==> config.mk <==
export PLATFORM = sky130hd
export DESIGN_NAME = bus_own_ctrl
export DESIGN_NICKNAME = d
export VERILOG_FILES = /design/src/rtl/bus_own_pkg.sv /design/src/rtl/bus_own_sync.sv /design/src/rtl/bus_own_phase.sv /design/src/rtl/bus_own_ctrl.sv
export SDC_FILE = /design/constraint.sdc
export NUM_CORES = 1
export LEC_CHECK = 0
export CORE_AREA = 5 5 42 44
export CTS_BUF_LIST = sky130_fd_sc_hd__clkbuf_2
export DETAILED_ROUTE_END_ITERATION = 10
export DIE_AREA = 0 0 47 49
export PLACE_DENSITY = 0.71
export SYNTH_ARGS = -nofsm -noshare
export SYNTH_HDL_FRONTEND = slang
export SYNTH_SLANG_ARGS = --single-unit
==> constraint.sdc <==
create_clock -name clk -period 1.4 [get_ports clk]
set_input_delay 0.35 -clock clk [delete_from_list [all_inputs] [get_ports clk]]
set_output_delay 0.35 -clock clk [all_outputs]
set_load 0.01 [all_outputs]
==> src/rtl/bus_own_pkg.sv <==
package bus_own_pkg;
  typedef enum logic [2:0] {
    ST_IDLE    = 3'd0,
    ST_REQUEST = 3'd1,
    ST_WAIT    = 3'd2,
    ST_OWN     = 3'd3,
    ST_RELEASE = 3'd4
  } own_state_t;

  // next phase of a cycle counter with modulo wrap
  function automatic logic [7:0] phase_next(input logic [7:0] cur, input int unsigned n);
    return (cur == 8'(n - 1)) ? 8'd0 : cur + 8'd1;
  endfunction
endpackage

==> src/rtl/bus_own_sync.sv <==
module bus_own_sync #(
  parameter int unsigned WIDTH = 2,
  parameter int unsigned STAGES = 2,
  parameter logic [WIDTH-1:0] RST_VAL = '1
) (
  input  logic             clk,
  input  logic             rst_n,
  input  logic [WIDTH-1:0] d_i,
  output logic [WIDTH-1:0] q_o
);
  logic [WIDTH-1:0] stage_q [STAGES];

  for (genvar s = 0; s < STAGES; s++) begin : g_stage
    always_ff @(posedge clk or negedge rst_n) begin
      if (!rst_n) stage_q[s] <= RST_VAL;
      else if (s == 0) stage_q[s] <= d_i;
      else stage_q[s] <= stage_q[(s == 0) ? 0 : s-1];
    end
  end

  assign q_o = stage_q[STAGES-1];
endmodule

==> src/rtl/bus_own_phase.sv <==
module bus_own_phase
  import bus_own_pkg::*;
#(
  parameter int unsigned NUM_PHASES = 4,
  localparam int unsigned PH_W = (NUM_PHASES > 1) ? $clog2(NUM_PHASES) : 1
) (
  input  logic            clk,
  input  logic            rst_n,
  input  logic            run_i,
  output logic [PH_W-1:0] phase_o,
  output logic            last_o
);
  logic [7:0] nxt_wide;

  assign nxt_wide = phase_next(8'(phase_o), NUM_PHASES);
  assign last_o   = (phase_o == PH_W'(NUM_PHASES - 1));

  always_ff @(posedge clk or negedge rst_n) begin
    if (!rst_n)      phase_o <= '0;
    else if (!run_i) phase_o <= '0;
    else             phase_o <= nxt_wide[PH_W-1:0];
  end


  phase_wrap_chk: assert property (@(posedge clk) disable iff (!rst_n)
    (run_i && last_o) |=> (phase_o == '0));


  phase_step_chk: assert property (@(posedge clk) disable iff (!rst_n)
    (run_i && !last_o) |=> (phase_o == PH_W'($past(phase_o) + 1'b1)) || (phase_o == '0));
endmodule

==> src/rtl/bus_own_ctrl.sv <==
module bus_own_ctrl
  import bus_own_pkg::*;
#(
  parameter int unsigned SYNC_STAGES = 2,
  parameter int unsigned NUM_PHASES = 4,
  localparam int unsigned PH_W = (NUM_PHASES > 1) ? $clog2(NUM_PHASES) : 1
) (
  input  logic            clk,
  input  logic            rst_n,
  input  logic            core_req_i,
  input  logic            core_done_i,
  output logic            bus_owned_o,
  output logic            req_n_o,
  input  logic            grant_n_i,
  input  logic            busy_n_i,
  output logic            ack_n_o,
  output logic            ack_oe_o,
  output logic            rw_oe_o,
  output logic            addr_oe_o,
  output logic            data_oe_o,
  output logic            strobe_n_o,
  output logic [PH_W-1:0] phase_o
);
  own_state_t state_q, state_d;
  logic [1:0] pins_sync;
  logic       grant_s, busy_s;
  logic       done_pend_q;
  logic       phase_last;
  logic       take_bus, leave_own, drop_grant;

  bus_own_sync #(.WIDTH(2), .STAGES(SYNC_STAGES), .RST_VAL(2'b11)) u_sync (
    .clk   (clk),
    .rst_n (rst_n),
    .d_i   ({busy_n_i, grant_n_i}),
    .q_o   (pins_sync)
  );
  assign grant_s = ~pins_sync[0];
  assign busy_s  = ~pins_sync[1];

  bus_own_phase #(.NUM_PHASES(NUM_PHASES)) u_phase (
    .clk     (clk),
    .rst_n   (rst_n),
    .run_i   (state_q == ST_OWN),
    .phase_o (phase_o),
    .last_o  (phase_last)
  );

  // named events for the checks
  assign take_bus   = (state_q == ST_WAIT) && grant_s && !busy_s;
  assign drop_grant = (state_q == ST_WAIT) && !grant_s;
  assign leave_own  = (state_q == ST_OWN) && phase_last && (done_pend_q || core_done_i);

  always_comb begin
    state_d = state_q;
    unique case (state_q)
      ST_IDLE:    if (core_req_i) state_d = ST_REQUEST;
      ST_REQUEST: if (grant_s) state_d = ST_WAIT;
      ST_WAIT: begin
        if (drop_grant)    state_d = ST_REQUEST;
        else if (take_bus) state_d = ST_OWN;
      end
      ST_OWN:     if (leave_own) state_d = ST_RELEASE;
      ST_RELEASE: state_d = ST_IDLE;
      default:    state_d = ST_IDLE;
    endcase
  end

  always_ff @(posedge clk or negedge rst_n) begin
    if (!rst_n) begin
      state_q     <= ST_IDLE;
      done_pend_q <= 1'b0;
    end else begin
      state_q <= state_d;
      if (state_q != ST_OWN || leave_own) done_pend_q <= 1'b0;
      else if (core_done_i)               done_pend_q <= 1'b1;
    end
  end

  // all pin values decode from the state register
  logic driving;
  assign driving     = (state_q == ST_OWN) || (state_q == ST_RELEASE);
  assign bus_owned_o = (state_q == ST_OWN);
  assign req_n_o     = !((state_q == ST_REQUEST) || (state_q == ST_WAIT));
  assign ack_n_o     = !driving;
  assign ack_oe_o    = driving;
  assign rw_oe_o     = driving;
  assign addr_oe_o   = driving;
  assign data_oe_o   = driving;
  assign strobe_n_o  = !(state_q == ST_OWN);


  take_ack_chk: assert property (@(posedge clk) disable iff (!rst_n)
    take_bus |=> (!ack_n_o && ack_oe_o && req_n_o && !strobe_n_o && phase_o == '0));


  ack_needs_grant_chk: assert property (@(posedge clk) disable iff (!rst_n)
    $rose(ack_oe_o) |-> ($past(grant_s) && !$past(busy_s)));


  hold_own_chk: assert property (@(posedge clk) disable iff (!rst_n)
    (bus_owned_o && !leave_own) |=> bus_owned_o);


  strobe_first_chk: assert property (@(posedge clk) disable iff (!rst_n)
    leave_own |=> (strobe_n_o && !ack_n_o && ack_oe_o && addr_oe_o && data_oe_o && rw_oe_o));


  float_next_chk: assert property (@(posedge clk) disable iff (!rst_n)
    (ack_oe_o && !bus_owned_o) |=> (!ack_oe_o && ack_n_o && !addr_oe_o && !data_oe_o && !rw_oe_o));


  regrant_chk: assert property (@(posedge clk) disable iff (!rst_n)
    drop_grant |=> (!req_n_o && !ack_oe_o));
endmodule

==> impl_results.rst, run 1 <==
.. list-table::
   :header-rows: 1

   * - Metric
     - Value
   * - Run status
     - complete, but fails checks
   * - Violations in the final reports
     - setup timing
   * - Largest stage delay on the critical path
     - 0.44 ns
   * - Overflow left after global routing
     - 0
   * - Placed cell areas
     - approximately 600 µm²
   * - Antenna violations before repair
     - 0
   * - Fmax
     - roughly 650 MHz
   * - Maximum number of pins on one net before global-route repair
     - 11
   * - Clock tree from TritonCTS
     - built
   * - Clk slew on worst S/H paths
     - roughly 0.09 ns
   * - Initial core utilization
     - 29.91%
   * - Clock latency reported for the late side of the worst-skew pair
     - 0.25 ns
   * - Synthesis warning total
     - 0
   * - Proportion of register bits with asynchronous set or reset after synthesis
     - between 90% and 100%
   * - Height of the die
     - 49 µm
   * - Largest voltage drop on the vdd net
     - 0.0008319 V
   * - Filler Cell Count
     - 140
   * - Number of nets at the end of the flow
     - 67
   * - Share of the core filled with cells
     - 47.77%
   * - Final setup skew
     - 0.001425 ns
   * - Number of pins with negative max-slew slack in the final report
     - 0
   * - Floorplan die area
     - 0.002303 mm²
   * - Number of nets with antenna violations after routing
     - 0
   * - Final cell count without fillers
     - between 70 and 80
   * - IO Count
     - 16
   * - DRC viols
     - 0
   * - Final hold viol count
     - 0
   * - Ratio of total power to cell area
     - 2226 mW/mm²
   * - Required @ worst endpoint
     - around 1.1 ns
   * - Number of distinct library cells after synthesis
     - 19
   * - Number of setup violations in the final report
     - 6
   * - Placement Rows
     - 14
   * - Total CTS buffers
     - 3
   * - Slowest stage cell, crit path
     - sky130_fd_sc_hd__dfrtp_2
   * - Total vias in the final route
     - 325
   * - Mapped cell area
     - 419.2 µm²
   * - Placed Cells
     - between 60 and 70
   * - Maximum fanout along the worst path
     - 4
   * - Vias/cell
     - 4.333
   * - Most numerous cell in the Yosys netlist
     - sky130_fd_sc_hd__dfrtp_1
   * - Maximum buffer depth of the clock tree
     - 2
   * - Crit path capture type
     - output pin
   * - Number of levels in the clock H-tree
     - 1
   * - Count of hold-fix buffers inserted at cts
     - 0
   * - Area of combinational cells with multiple inputs
     - 157.7 µm²
   * - Root buffer selected by CTS
     - sky130_fd_sc_hd__clkbuf_2
   * - Worst Tran Pin Value
     - 0.4169 ns
   * - Worst max-slew margin expressed relative to the limit
     - 72.12%
   * - Sequential element share of the synthesized area
     - 60.90%
   * - Leakage power figure
     - approximately 0.00033 µW
   * - Mean area per synthesized cell
     - around 12 µm²
   * - Ordered cell list for the critical path
     - buf_6, nor2_4, a21oi_4, inv_2, buf_2
   * - Overall power of the completed layout
     - 1490 µW
   * - Routed wire length per instance
     - around 10 µm
   * - Placer Congestion
     - 0.7061
   * - Arrival time reported for the critical path endpoint
     - between 1 and 1.5 ns
   * - Final instance area
     - around 670 µm²
   * - Number of synthesized flops with an enable pin
     - 0
   * - Most used DFF post-synth
     - sky130_fd_sc_hd__dfrtp_1
   * - Pre-antenna DRT Iters
     - 2
   * - Most used standard cells in the synthesized netlist
     - sky130_fd_sc_hd__dfrtp_1, sky130_fd_sc_hd__dfstp_2, sky130_fd_sc_hd__nor2_1, sky130_fd_sc_hd__buf_4, sky130_fd_sc_hd__nor3_1
   * - HP Class
     - flip-flop to flip-flop
   * - Antenna fix cells
     - 0
   * - Hold path start
     - u_sync.stage_q[3]
   * - Via count of the first global-routing pass
     - 320
   * - Number of cells produced by synthesis
     - 34
   * - Nature of the critical path startpoint
     - flip-flop
   * - Final WS setup
     - -0.1472 ns
   * - R2r setup slk
     - 0.18 ns
   * - Area growth from synthesis to final layout
     - 59.70%
   * - Core ar.
     - 0.001401 mm²
   * - Cell taking the most area after synthesis
     - sky130_fd_sc_hd__dfrtp_1
   * - Worst reg2reg path startpoint
     - state_q[0]
   * - Max cap viols
     - 0
   * - Share of the synthesized area in the top cell type
     - 35.82%
   * - Post-synth net total
     - 41
   * - Cells on Worst Hold Path
     - 0
   * - Share of layout cells above drive strength 1
     - 57.63%
   * - First-pass GRT wire length
     - between 1000 and 1500 µm
   * - Critical path class
     - flip-flop to output pin
   * - Final period demand of the worst path
     - 1.547 ns
   * - First-iteration detailed-routing DRC count
     - 4
   * - Global-route usage over all layers
     - 7.960%
   * - Routed Wire Length
     - 780 µm
   * - Count of input and output buffers
     - 15
   * - Clk sinks
     - 10
   * - Final cycle utilization of the critical path
     - 110.5%
   * - #FFs+latches synth
     - 10
   * - Unrepaired setup endpoints after global routing
     - yes
   * - Ranking of synthesized cells by area
     - sky130_fd_sc_hd__dfrtp_1, sky130_fd_sc_hd__dfstp_2, sky130_fd_sc_hd__buf_4, sky130_fd_sc_hd__o41ai_2, sky130_fd_sc_hd__nor3_1
   * - Sequential cell area
     - 257.7 µm²
   * - HPWL after detailed placement
     - 585 µm
   * - R2r worst-path depth
     - 6
   * - Die extent in x
     - 47 µm
   * - Minimum setup slack after placement
     - -0.2910 ns
   * - Critical R2R Capture
     - state_q[1]
   * - Capture endpoint of the worst hold path
     - u_sync.q_o[1]
==> where the power goes <==
part / internal [µW] / switching (µW)
Clock: 62.1 / 94.4
Sequential: 366 / 52.8
Combinational: 512 / 403
Total: 940 / 550
==> layer usage <==
| metal | global-route usage [%] | vias to the layer above | part of all wire (%) |
|---|---|---|---|
| met5 | 0 | - | 0 |
| met4 | 6.912 | 0 | 2.8 |
| met3 | 3.690 | 2 | 15 |
| met2 | 10.41 | 16 | 44 |
| met1 | 9.276 | 146 | 38 |
| li1 | - | 161 | - |
==> through the flow <==
| stage | hold WS [ns] | TNS, ns |
|---|---|---|
| final | 0.3611 | -0.7600 |
| after global routing | 0.3653 | -1.370 |
| after CTS | 0.3618 | -0.9514 |
| after detailed placement | 0.3468 | -1.854 |
| after global placement | 0.3454 | -1.736 |
| after floorplan | 0.05441 | 0 |
==> worst max-delay path: cells and delay by family (launching register included) <==
| family | cells | cell delay (ns) |
|---|---|---|
| flops | 1 | 0.44 |
| simple gates | 1 | 0.12 |
| buf+inv | 3 | 0.33 |
| compound gates | 1 | 0.07 |
==> cell type report <==
cell class / count / share of cell area (%)
Clock buffer: 3 / 2.243
Clock inverter: 1 / 0.5607
Tap cell: 16 / 2.991
Timing Repair Buffer: 24 / 30.65
Inverter: 2 / 1.495
Multi-Input combinational cell: 19 / 23.55
Sequential cell: 10 / 38.50
==> registers in the layout, indices dropped and copies added, names as in the netlist <==
signal / cells
u_phase.phase_o: 2
u_sync.stage_q: 2
u_sync.q_o: 2
state_q: 3
done_pend_q: 1
==> layout by cell type (no fill, tap or decap), drive strengths merged <==
| cell | synthesis | final |
|---|---|---|
| nand2b | 1 | 1 |
| xor2 | 1 | 1 |
| clkbuf | 0 | 3 |
| a21oi | 1 | 1 |
| nand3b | 1 | 1 |
| inv | 2 | 2 |
| dfstp | 4 | 4 |
| o21a | 1 | 1 |
| ha | 1 | 1 |
| nor2b | 1 | 1 |
| clkinv | 0 | 1 |
| nor2 | 4 | 4 |
| nand2 | 1 | 1 |
| dfrtp | 6 | 6 |
| clkdlybuf4s50 | 0 | 5 |
| nor3 | 3 | 3 |
| o21ai | 2 | 2 |
| and2 | 1 | 1 |
| o41ai | 1 | 1 |
| dlygate4sd2 | 0 | 2 |
| buf | 3 | 17 |
==> how the worst max path moves through the flow <==
| stage | startpoint | endpoint | slack, ns | depth (start not counted) |
|---|---|---|---|---|
| finish | state_q[1] | addr_oe_o | -0.15 | 5 |
| floorplan | state_q[2] | addr_oe_o | 0.009 | 5 |
| global route | state_q[0] | req_n_o | -0.22 | 4 |
| global placement | state_q[1] | addr_oe_o | -0.27 | 4 |
| CTS | state_q[1] | addr_oe_o | -0.17 | 5 |
| detailed placement | state_q[1] | addr_oe_o | -0.29 | 4 |
==> what timing repair did <==
| item | in CTS | in global routing |
|---|---|---|
| buffers inserted | 7 | 0 |
| endpoints found under the setup margin | 10 | 9 |
| pin swaps | 1 | 1 |
| gates resized for setup | 44 | 0 |
==> cells by family after synthesis <==
kind of cell             count (synthesis)  share of synthesized area [%]
flip-flops                              10                          60.89
AO/OA/AOI/OAI                            5                          11.05
XOR/XNOR                                 1                          2.090
AND/OR/NAND/NOR                         12                          15.82
buffers and inverters                    5                          7.162
adder cells (fa/ha/maj)                  1                          2.985
No activity file was read; power rests on OpenSTA's default activity.
==> run 2, diff against run 1 <==
HOLD_SLACK_MARGIN = 0.15   (was unset)
==> results of run 2 <==
No change in the layout: final DEF, timing and power equal those of run 1.
==> run 3, diff against run 2 <==
CTS_CLUSTER_DIAMETER = 50   (was unset)
DONT_BUFFER_PORTS = 1   (was unset)
PLACE_DENSITY = 0.55   (was 0.71)
SKIP_CTS_REPAIR_TIMING = 1   (was unset)
==> run 3 against run 2 <==
The run still ends with setup timing left. Sequential power increased by 6.0%. Largest power group unchanged. Combinational power decreased by 40%. Worst hold slack got worse by 0.11 ns.
==> impl_results.rst, run 3 (synthesis gave the netlist of run 1 again) <==
.. list-table::
   :header-rows: 1

   * - Metric
     - Value
   * - Run status
     - complete, but fails checks
   * - Violations in the final reports
     - setup timing
   * - Die extent in x
     - 47 µm (unchanged)
   * - Required @ worst endpoint
     - 1.05 ns (about the same)
   * - Flip-flop count of the largest register, all copies and words added
     - 3 (unchanged)
   * - Via count of the first global-routing pass
     - 297 (-7.2%)
   * - Final cycle utilization of the critical path
     - 110.8% (+0.25 points)
   * - Fmax
     - 644.8 MHz (-0.23%)
   * - Maximum buffer depth of the clock tree
     - 2 (unchanged)
   * - HP Class
     - primary input to flip-flop
   * - Share of layout cells above drive strength 1
     - 51.16% (-6.5 points)
   * - Critical path class
     - flip-flop to output pin
   * - R2r setup slk
     - 0.24 ns (+0.06 ns)
   * - Final setup skew
     - 0.01909 ns (+0.01766 ns)
   * - Total vias in the final route
     - 288 (-11%)
   * - Ratio of total power to cell area
     - 2179 mW/mm² (-2.1%)
   * - Worst Tran Pin Value
     - 0.4410 ns (+0.02408 ns)
   * - Placed cell areas
     - 450.4 µm² (-27%)
   * - Nature of the critical path startpoint
     - flip-flop
   * - Final hold viol count
     - 0 (unchanged)
   * - Initial core utilization
     - 29.91% (unchanged)
   * - IO Count
     - 16 (unchanged)
   * - Pre-antenna DRT Iters
     - 3 (+1)
   * - Floorplan die area
     - 0.002303 mm² (unchanged)
   * - Number of nets with antenna violations after routing
     - 0 (unchanged)
   * - Antenna violations before repair
     - 0 (unchanged)
   * - Clk slew on worst S/H paths
     - 0.11 ns (+0.02 ns)
   * - Unrepaired setup endpoints after global routing
     - yes
   * - Number of pins with negative max-slew slack in the final report
     - 0 (unchanged)
   * - Leakage power figure
     - 0.0002496 µW (-25%)
   * - Global-route usage over all layers
     - 7.336% (-0.62 points)
   * - First-pass GRT wire length
     - 1228 µm (-2.7%)
   * - Max cap viols
     - 0 (unchanged)
   * - Top register by number of flip-flops
     - state_q
   * - Count of input and output buffers
     - 0 (-15)
   * - Placer Congestion
     - 0.6694 (-5.2%)
   * - Largest voltage drop on the vdd net
     - 0.0008427 V (+1.3%)
   * - Final period demand of the worst path
     - 1.551 ns (+0.003516 ns)
   * - Total CTS buffers
     - 3 (unchanged)
   * - Clk sinks
     - 10 (unchanged)
   * - Placement Rows
     - 14 (unchanged)
   * - Routed wire length per instance
     - 13.92 µm (+34%)
   * - First-iteration detailed-routing DRC count
     - 1 (-3)
   * - Final cell count without fillers
     - 59 (-21%)
   * - Worst reg2reg path startpoint
     - state_q[1]
   * - Placed Cells
     - 49 (-26%)
   * - Setup crit start
     - state_q[0]
   * - Worst max-slew margin expressed relative to the limit
     - 70.50% (-1.6 points)
   * - Number of setup violations in the final report
     - 6 (unchanged)
   * - Arrival time reported for the critical path endpoint
     - 1.20 ns (about the same)
   * - Clock latency reported for the late side of the worst-skew pair
     - 0.25 ns (about the same)
   * - Clock tree from TritonCTS
     - built
   * - Most frequent cells in the layout
     - sky130_fd_sc_hd__nor2_1, sky130_fd_sc_hd__clkbuf_2, sky130_fd_sc_hd__dfrtp_1, sky130_fd_sc_hd__buf_4, sky130_fd_sc_hd__dfstp_2
   * - Largest stage delay on the critical path
     - 0.45 ns (about the same)
   * - Height of the die
     - 49 µm (unchanged)
   * - Routed Wire Length
     - 821 µm (+5.3%)
   * - Number of levels in the clock H-tree
     - 1 (unchanged)
   * - Ordered cell list for the critical path
     - nand3b_4, inv_6, a21oi_4, buf_6
   * - Final WS setup
     - -0.1508 ns (-0.003516 ns)
   * - Overflow left after global routing
     - 0 (unchanged)
   * - Maximum number of pins on one net before global-route repair
     - 11 (unchanged)
   * - Crit path capture type
     - output pin
   * - Setup TNS Final
     - -0.7511 ns (+0.008896 ns)
   * - Overall power of the completed layout
     - 1164 µW (-22%)
   * - Vias/cell
     - 4.881 (+13%)
   * - Core ar.
     - 0.001401 mm² (unchanged)
   * - Number of nets at the end of the flow
     - 51 (-24%)
   * - DRC viols
     - 0 (unchanged)
   * - Slowest stage cell, crit path
     - sky130_fd_sc_hd__dfrtp_2
   * - Final instance area
     - 534.3 µm² (-20%)
   * - Maximum fanout along the worst path
     - 5 (+1)
   * - Root buffer selected by CTS
     - sky130_fd_sc_hd__clkbuf_2
   * - Hold path start
     - core_done_i
   * - Antenna fix cells
     - 0 (unchanged)
   * - Area growth from synthesis to final layout
     - 27.46%
-- run 3: cell count changes in the layout (fill, tap and decap cells not counted) --
cell,delta
sky130_fd_sc_hd__inv_2,-1
sky130_fd_sc_hd__dlygate4sd2_1,-2
sky130_fd_sc_hd__nor2_1,+1
sky130_fd_sc_hd__nor2_4,-1
sky130_fd_sc_hd__buf_2,-5
sky130_fd_sc_hd__clkdlybuf4s50_1,-5
sky130_fd_sc_hd__clkbuf_2,+1
sky130_fd_sc_hd__dlygate4sd3_1,+3
sky130_fd_sc_hd__clkinv_1,-1
sky130_fd_sc_hd__inv_6,+1
sky130_fd_sc_hd__buf_4,-2
sky130_fd_sc_hd__buf_6,-5
-- run 3: final timing paths --
kind,end,cells past startpoint
min,done_pend_q,2
min in group asynchronous,u_phase.phase_o[1],1
min reg2reg,u_sync.q_o[0],0
max,ack_n_o,4
max in group asynchronous,u_sync.q_o[0],1
max reg2reg,state_q[0],4
-- run 3: layer usage --
layer / share of wire, % / vias to the layer above / track usage, %
met1: 37 / 142 / 7.517
li1: - / 131 / -
met3: 8.6 / 4 / 2.583
met5: 0 / - / 0
met4: 3.2 / 0 / 4.147
met2: 51 / 11 / 12.22
-- run 3: per-stage QoR --
step / util [%] / hold slack [ns] / setup WS, ns
floorplan: - / 0.05441 / 0.009070
global placement: 32.14 / 0.05484 / 0.1082
detailed placement: 32.14 / 0.05482 / 0.07209
CTS: 33.57 / -0.2322 / -0.2290
global route: 38.13 / 0.2488 / -0.2017
finish: 38.13 / 0.2546 / -0.1508
-- run 3: where the power goes --
group	switching [µW]	total (µW)	internal, µW
clock network	93.7	170	75.9
registers	78.1	444	366
logic	328	550	223
total	500	1160	665
-- run 3: critical path, delay by kind of cell (launching register included) --
family          cells  cell delay, ns
compound gates      1            0.17
flops               1            0.45
buf+inv             2            0.19
simple gates        1            0.15
-- run 3: final cells by class --
type | count | area (µm²)
Timing Repair Buffer | 8 | 71.32
Sequential cell | 10 | 257.7
Inverter | 2 | 15.01
Clock buffer | 4 | 20.02
Multi-Input combinational cell | 19 | 150.1
Fill cell | 144 | 867.1
Tap cell | 16 | 20.02
